**src/rtl/nvm_ctl_pkg.sv**
```systemverilog
package nvm_ctl_pkg;
    localparam int REG_W     = 8;
    localparam int B_SEL     = 6;
    localparam int B_ERASE   = 4;
    localparam int B_ERR     = 3;
    localparam int B_WEN     = 2;
    localparam int B_START   = 1;

    typedef enum logic [1:0] {
        ST_IDLE  = 2'd0,
        ST_PROG  = 2'd1,
        ST_ERASE = 2'd2
    } ctl_state_e;
endpackage

```
**src/rtl/nvm_cycle_timer.sv**
```systemverilog
module nvm_cycle_timer #(
    parameter int PROG_CYCLES  = 16,
    parameter int ERASE_CYCLES = 32
) (
    input  logic clk,
    input  logic por_n,
    input  logic load,
    input  logic erase_sel,
    input  logic run,
    output logic done
);
    localparam int MAXC = (PROG_CYCLES > ERASE_CYCLES) ? PROG_CYCLES : ERASE_CYCLES;
    localparam int CW   = (MAXC > 1) ? $clog2(MAXC) : 1;
    localparam logic [CW-1:0] PROG_LAST  = CW'(PROG_CYCLES - 1);
    localparam logic [CW-1:0] ERASE_LAST = CW'(ERASE_CYCLES - 1);

    logic [CW-1:0] cnt_q;

    always_ff @(posedge clk or negedge por_n) begin
        if (!por_n) begin
            cnt_q <= '0;
        end else if (load) begin
            cnt_q <= erase_sel ? ERASE_LAST : PROG_LAST;
        end else if (run && (cnt_q != '0)) begin
            cnt_q <= cnt_q - 1'b1;
        end
    end

    assign done = run && (cnt_q == '0);
endmodule

```
**src/rtl/nvm_ctl_fsm.sv**
```systemverilog
module nvm_ctl_fsm
    import nvm_ctl_pkg::*;
(
    input  logic clk,
    input  logic por_n,
    input  logic abort,
    input  logic go,
    input  logic erase_req,
    input  logic done,
    output logic busy,
    output logic prog_go,
    output logic erase_go,
    output logic load,
    output logic fin_erase,
    output logic fin_any
);
    ctl_state_e state_q, state_d;
    logic       fresh_q;

    always_comb begin
        state_d = state_q;
        unique case (state_q)
            ST_IDLE: begin
                if (go) state_d = erase_req ? ST_ERASE : ST_PROG;
            end
            ST_PROG, ST_ERASE: begin
                if (abort || done) state_d = ST_IDLE;
            end
            default: state_d = ST_IDLE;
        endcase
    end

    always_ff @(posedge clk or negedge por_n) begin
        if (!por_n) begin
            state_q <= ST_IDLE;
            fresh_q <= 1'b0;
        end else begin
            state_q <= state_d;
            fresh_q <= (state_q == ST_IDLE) && (state_d != ST_IDLE);
        end
    end

    always_comb begin
        busy      = (state_q != ST_IDLE);
        prog_go   = (state_q == ST_PROG) && fresh_q;
        erase_go  = (state_q == ST_ERASE) && fresh_q;
        load      = (state_q == ST_IDLE) && go;
        fin_any   = busy && done && !abort;
        fin_erase = (state_q == ST_ERASE) && done && !abort;
    end
endmodule

```
**src/rtl/nvm_ctl_reg.sv**
```systemverilog
module nvm_ctl_reg
    import nvm_ctl_pkg::*;
#(
    parameter int PROG_CYCLES  = 16,
    parameter int ERASE_CYCLES = 32
) (
    input  logic             clk,
    input  logic             por_n,
    input  logic             warm_rst,
    input  logic             reg_we,
    input  logic [REG_W-1:0] wr_data,
    output logic [REG_W-1:0] rd_data,
    output logic             prog_go,
    output logic             erase_go,
    output logic             cfg_sel,
    output logic             busy
);
    logic sel_q, erase_q, err_q, wen_q;
    logic go, load, done, fin_erase, fin_any;
    logic unused_bits;

    assign unused_bits = ^{wr_data[7], wr_data[5], wr_data[0]};

    // proper start: idle, start bit and enable written together
    assign go = reg_we && !busy && !warm_rst && wr_data[B_START] && wr_data[B_WEN];

    nvm_ctl_fsm u_fsm (
        .clk       (clk),
        .por_n     (por_n),
        .abort     (warm_rst),
        .go        (go),
        .erase_req (wr_data[B_ERASE]),
        .done      (done),
        .busy      (busy),
        .prog_go   (prog_go),
        .erase_go  (erase_go),
        .load      (load),
        .fin_erase (fin_erase),
        .fin_any   (fin_any)
    );

    nvm_cycle_timer #(
        .PROG_CYCLES  (PROG_CYCLES),
        .ERASE_CYCLES (ERASE_CYCLES)
    ) u_timer (
        .clk       (clk),
        .por_n     (por_n),
        .load      (load),
        .erase_sel (wr_data[B_ERASE]),
        .run       (busy),
        .done      (done)
    );

    always_ff @(posedge clk or negedge por_n) begin
        if (!por_n) begin
            sel_q   <= 1'b0;
            erase_q <= 1'b0;
            err_q   <= 1'b0;
            wen_q   <= 1'b0;
        end else if (warm_rst) begin
            wen_q   <= 1'b0;
            erase_q <= 1'b0;
            if (busy) err_q <= 1'b1;
        end else begin
            if (fin_any)   err_q   <= 1'b0;
            if (fin_erase) erase_q <= 1'b0;
            if (reg_we) begin
                wen_q <= wr_data[B_WEN];
                if (!busy) begin
                    sel_q   <= wr_data[B_SEL];
                    erase_q <= wr_data[B_ERASE];
                end
                if (!busy && wr_data[B_START] && !wr_data[B_WEN]) begin
                    err_q <= 1'b1;
                end else if (!wr_data[B_ERR]) begin
                    err_q <= 1'b0;
                end
            end
        end
    end

    assign cfg_sel = sel_q;
    assign rd_data = {1'b0, sel_q, 1'b0, erase_q, err_q, wen_q, busy, 1'b0};
endmodule

```
**config.mk**
```make
export PLATFORM = sky130hd
export DESIGN_NAME = nvm_ctl_reg
export DESIGN_NICKNAME = d
export VERILOG_FILES = /design/src/rtl/nvm_ctl_pkg.sv /design/src/rtl/nvm_cycle_timer.sv /design/src/rtl/nvm_ctl_fsm.sv /design/src/rtl/nvm_ctl_reg.sv
export SDC_FILE = /design/constraint.sdc
export NUM_CORES = 1
export LEC_CHECK = 0
export ABC_AREA = 1
export BUFFER_PORTS_ARGS = -buffer_cell sky130_fd_sc_hd__buf_2
export CAP_MARGIN = 10
export CORE_ASPECT_RATIO = 0.9
export CORE_MARGIN = 2
export CORE_UTILIZATION = 40
export DETAILED_ROUTE_END_ITERATION = 12
export PLACE_DENSITY = 0.66
export SLEW_MARGIN = 20
export SYNTH_ARGS = -nofsm -noshare
export SYNTH_HDL_FRONTEND = slang
export SYNTH_SLANG_ARGS = --single-unit
```
**constraint.sdc**
```tcl
create_clock -name clk -period 2 [get_ports clk]
set_input_delay 0.1 -clock clk [delete_from_list [all_inputs] [get_ports clk]]
set_output_delay 0.1 -clock clk [all_outputs]
set_load 0.03 [all_outputs]
```
Yosys cells after proc, flatten, opt, wreduce, memory -nomap -nowiden
Cells that the tools add are included.
{"block": "totals", "ff_bits": 12, "output_inout_bits": 12, "word_cells": 61}
{"block": "op_classes", "add_sub_neg": 1, "n_eq_ne": 3, "n_mux": 19, "bitwise": 2, "reduce_logical": 29}
{"op": "$logic_and A1 B1 Y1", "count": 16}
{"op": "$mux W5", "count": 3}
{"op": "$mux W1", "count": 12}
{"op": "$reduce_bool A2 Y1", "count": 4}
{"op": "$mux W2", "count": 3}
{"op": "$logic_not A5 Y1", "count": 1}
{"op": "$reduce_bool A5 Y1", "count": 1}
{"op": "$sub A5 B1 Y5 const B", "count": 1}
{"op": "$pmux W2 S2", "count": 1}
{"op": "$logic_not A1 Y1", "count": 3}
{"op": "$reduce_and A3 Y1", "count": 1}
{"op": "$eq A2 B1 Y1 const B", "count": 1}
{"op": "$eq A2 B2 Y1 const B", "count": 1}
{"op": "$logic_not A2 Y1", "count": 1}
{"op": "$ne A2 B1 Y1 const B", "count": 1}
{"op": "$not A1 Y1", "count": 2}
{"op": "$reduce_or A2 Y1", "count": 1}
{"op": "$logic_or A1 B1 Y1", "count": 1}

Logic depth before layout (Yosys ltp)
{"block": "logic_depth", "depth_word": 10, "depth_mapped": 10, "depth_no_buf": 10}

Cells and area by module
Synthesis repeated with hierarchy kept, for this count alone.
{"block": "hier_totals", "hier_cells": 122, "area_unflattened_um2": 912.1}
{"mod": "nvm_cycle_timer", "instances": 1, "cells_per_inst": 42, "area_each_um2": 337.8}
{"mod": "nvm_ctl_reg", "instances": 1, "cells_per_inst": 40, "area_each_um2": 305.3}
{"mod": "nvm_ctl_fsm", "instances": 1, "cells_per_inst": 40, "area_each_um2": 269.0}

Worst setup path before layout
OpenSTA, ideal clock, no wires.
{"block": "synth_timing", "kind": "flip-flop to flip-flop", "from": "reg u_fsm.state_q[0]", "to": "reg u_fsm.fresh_q", "setup_ns": 0.138, "t_arrival_ns": 1.473, "t_required_ns": 1.862, "path_slack_ns": 0.389, "stages_incl_launch_ff": 9, "path_buffers": 0, "period_less_slack_ns": 1.611, "path_cell_list": "dfrtp_1 inv_1 ha_1 inv_1 nand3_1 nand3_1 nand3_1 nand2_1 a21oi_2"}
{"block": "synth_via", "elab_chain_len": 10, "word_cells_on_any_way": 17, "classes_between": "eq/ne (2); mux (3); reduce/logical (12)"}
{"element": "start, declared", "line": "nvm_ctl_fsm.sv:17", "text": "ctl_state_e state_q, state_d;"}
{"element": "start signal, assigned", "line": "nvm_ctl_fsm.sv:38", "text": "state_q <= state_d;"}
{"element": "$reduce_bool A2 Y1 (*)", "line": "nvm_ctl_fsm.sv:44", "text": "busy = (state_q != ST_IDLE);"}
{"element": "via busy", "line": "nvm_ctl_reg.sv:16", "text": "output logic busy"}
{"element": "$logic_not A1 Y1", "line": "nvm_ctl_reg.sv:25", "text": "assign go = reg_we && !busy && !warm_rst && wr_data[B_START] && wr_data[B_WEN];"}
{"element": "$logic_and A1 B1 Y1 (4 in series)", "line": "nvm_ctl_reg.sv:25"}
{"element": "$mux W2", "line": "nvm_ctl_fsm.sv:24", "text": "if (go) state_d = erase_req ? ST_ERASE : ST_PROG;"}
{"element": "$pmux W2 S2 (*)", "line": "nvm_ctl_fsm.sv:22", "text": "unique case (state_q)"}
{"element": "$reduce_bool A2 Y1 (*)", "line": "nvm_ctl_fsm.sv:39", "text": "fresh_q <= (state_q == ST_IDLE) && (state_d != ST_IDLE);"}
{"element": "$logic_and A1 B1 Y1 (*)", "line": "nvm_ctl_fsm.sv:39"}
{"element": "end signal, assigned", "line": "nvm_ctl_fsm.sv:39"}
{"element": "end, declared", "line": "nvm_ctl_fsm.sv:18", "text": "logic fresh_q;"}
Mark *: on every way through the listed nets, which the timed path passes. The rest lies on a longest branch.
A chain may end at the register's enable or synchronous reset.

Final worst setup path
{"block": "layout_timing", "from": "reg u_fsm.state_q[1]", "to": "reg u_timer.cnt_q[0]"}
{"block": "layout_via", "elab_chain_len": 8, "word_cells_on_any_way": 11, "classes_between": "mux (1); reduce/logical (10)"}
{"element": "$reduce_bool A2 Y1", "line": "nvm_ctl_fsm.sv:44"}
{"element": "$logic_not A1 Y1", "line": "nvm_ctl_reg.sv:25"}
{"element": "$logic_and A1 B1 Y1 (4 in series)", "line": "nvm_ctl_reg.sv:25"}
{"element": "$logic_and A1 B1 Y1", "line": "nvm_ctl_fsm.sv:47", "text": "load = (state_q == ST_IDLE) && go;"}
{"element": "$mux W5 or $reduce_bool A2 Y1 (tied branches)"}
{"element": "end signal, assigned", "line": "nvm_cycle_timer.sv:23", "text": "cnt_q <= erase_sel ? ERASE_LAST : PROG_LAST;"}
{"element": "end signal, assigned", "line": "nvm_cycle_timer.sv:25", "text": "cnt_q <= cnt_q - 1'b1;"}
{"element": "end, declared", "line": "nvm_cycle_timer.sv:17", "text": "logic [CW-1:0] cnt_q;"}
Parallel ways exist; a longest one is shown, timed or not.

==> run metrics <==
status complete, no violations; max_cap viols 0; Post-Route WL 1.50 mm; drt initial violations 6; layout cell share with drive strength beyond 1 23.1%; Area Overhead vs Synth 13.9%; Min Clock Period, post-route 1.68 ns; Startpoint Class register; Pwr per Cell Area 1410 mW/mm^2; number of synthesized flops with an enable pin 0; Synth Register Bits 12; Async S/R FF share, synth 100%; Ports 24; clk slew on worst S/H paths 0.08 ns; fin nets 136; post-route ant nets 0; total CTS buffers 3; Fin. Hold Viols 0; critical path class register to register; synth unique cells 18; Seq/Total Area, Yosys between 30 and 40%; largest cells by area after synthesis dfrtp_1, ha_1, inv_1, buf_4, nand2_1; met2 wire len just under 700 um; final cell count without fillers 142; Sum Neg Setup Slack 0 ns; Avg WL per Cell about 11 um; Via-to-Cell Ratio ~4.6; Mean Syn Cell Area 7.87 sq um; via count 650; Max Root-Sink Buffers 2; Clock Power Share 15.4%; hold crit path type input port to register; fin. max-slew vios 0; Crit Path Max Fanout 7; wl on met1 704 um; dpl hpwl 1.17 mm; CTS Sinks 12; P_int 0.664 mW; Lkg Pwr 0.532 nW; setup ws final 0.320 ns; Starting Density between 40% and 50%; post-synth top area share 37.8%; Seq pwr share 31.8%; Period Utilization, post-route between 80% and 90%; gpl congestion around 0.83; initial antenna violation count 0; DIE AREA 0.00236 sq mm; I/O Buffers 17; GR Overflow Total 0; fmax 595 MHz; # diodes 0; Clk Tree Root Cell clkbuf_4; # setup viols final 0; Die W 51.0 um; largest net degree at the start of global routing 13; Synth Cell Area about 790 sq um; Post-Synthesis Cells ~100; sw frac roughly 48%; post-place setup slack 0.335 ns; CTS resizes 0; clk_lat worst skew approximately 0.28 ns; RSZ-0062 raised after global routing no; Hold Slack roughly 0.026 ns; residual DRC count 0; top sig layer met4; H-tree levels 1; placed cell count between 100 and 150; Setup Skew 0.00145 ns; Synth Flop Type dfrtp_1; Detail Route met3 WL 70 um; Worst Path Arrival 1.84 ns; Hold Buf Count CTS 1; Rows 15; top-count cell post-synth inv_1; Net Sw Power 0.615 mW; CTS tree done; Pre-antenna DRT Iters 4; dominant cell type by area after synthesis dfrtp_1; Max VDD drop 0.554 mV; Syn. warnings 0; Crit path required time 2.16 ns; CP Capture Type register; setup bufs post-CTS 0; core area roughly 0.0019 sq mm; Total GRT Usage between 10 and 15%; vias in the first global route 572; Commonest cells post-synth inv_1, nand2_1, dfrtp_1; first-pass GRT wire length approximately 2.4 mm; Gate power share 52.8%; Die H between 40 and 50 um
-- placed cells by master, fill, tap and decap left out --
master / n
a21oi_1: 1
a21oi_2: 1
buf_2: 17
clkbuf_4: 3
clkbuf_8: 1
conb_1: 3
dfrtp_1: 12
dlygate4sd3_1: 1
ha_1: 6
inv_1: 19
nand2_1: 16
nand2_2: 3
nand2_4: 1
nand3_1: 9
nand4_1: 4
nor2_1: 5
nor2_4: 1
nor3_1: 2
o211ai_1: 1
o21ai_0: 9
xor2_1: 2
-- sequential cells by signal, indices dropped and copies added, names as in the netlist --
register       count
cfg_sel            1
erase_q            1
u_fsm.fresh_q      1
u_timer.cnt_q      5
u_fsm.state_q      2
err_q              1
wen_q              1
-- per-layer routing --
layer  vias up  track usage [%]
met4         0             8.11
met5         -                0
met3         5             5.84
met2        14             23.1
li1        341                -
met1       290             16.4
-- kinds of logic after synthesis --
kind of cell / after synthesis / share of synthesized area [%]
adders and majority gates: 6 / 9.45
other: 1 / 0.472
AOI/OAI and AO/OA: 12 / 8.35
DFF: 12 / 37.8
xor gates and xnor gates: 2 / 2.21
and+or+nand+nor: 41 / 25.2
buffers and inverters: 27 / 16.5
-- final cells by class --
| cell class | count | area, sq um |
|---|---|---|
| Fill cell | 186 | 991 |
| Multi-Input combinational cell | 64 | 370 |
| Sequential cell | 12 | 300 |
| Timing Repair Buffer | 18 | 95.1 |
| Inverter | 19 | 71.3 |
| Clock buffer | 4 | 36.3 |
| Tap cell | 25 | 31.3 |
-- path summary, 6_finish.rpt --
path / slack [ns] / end / from / cells past startpoint
worst max-delay path: 0.32 / u_timer.cnt_q[0] / u_fsm.state_q[1] / 7
worst min-delay path: 0.03 / cfg_sel / wr_data[6] / 3
max in group asynchronous: 1.54 / u_timer.cnt_q[4] / por_n / 2
worst min register to register: 0.49 / cfg_sel / cfg_sel / 2
min in group asynchronous: 0.23 / u_fsm.state_q[1] / por_n / 2
worst max register to register: 0.32 / u_timer.cnt_q[0] / u_fsm.state_q[1] / 7
-- power by group through the flow --
| stage | Combinational [mW] | Sequential, mW | Clock (mW) |
|---|---|---|---|
| after floorplan | 0.553 | 0.418 | 0 |
| after CTS | 0.681 | 0.407 | 0.206 |
| after detailed placement | 0.675 | 0.412 | 0 |
| after global routing | 0.768 | 0.418 | 0.218 |
| after global placement | 0.659 | 0.409 | 0 |
| final | 0.675 | 0.407 | 0.197 |
-- through the flow --
| stage | power, mW | instance area, sq um | util [%] |
|---|---|---|---|
| after global routing | 1.40 | 905 | 47.7 |
| after CTS | 1.29 | 905 | 47.7 |
| after detailed placement | 1.09 | 858 | 45.3 |
| after global placement | 1.07 | 858 | 45.3 |
| final | 1.28 | 905 | 47.7 |
| after floorplan | 0.970 | 802 | - |
-- critical path: stages, from the launching register on --
cell and delay [ns]:
dfrtp_1 0.43, inv_1 0.14, ha_1 0.30, inv_1 0.18
nand2_1 0.20, nand2_1 0.12, o21ai_0 0.09, o21ai_0 0.11
Note: power is estimated with default switching activity, not from simulation.
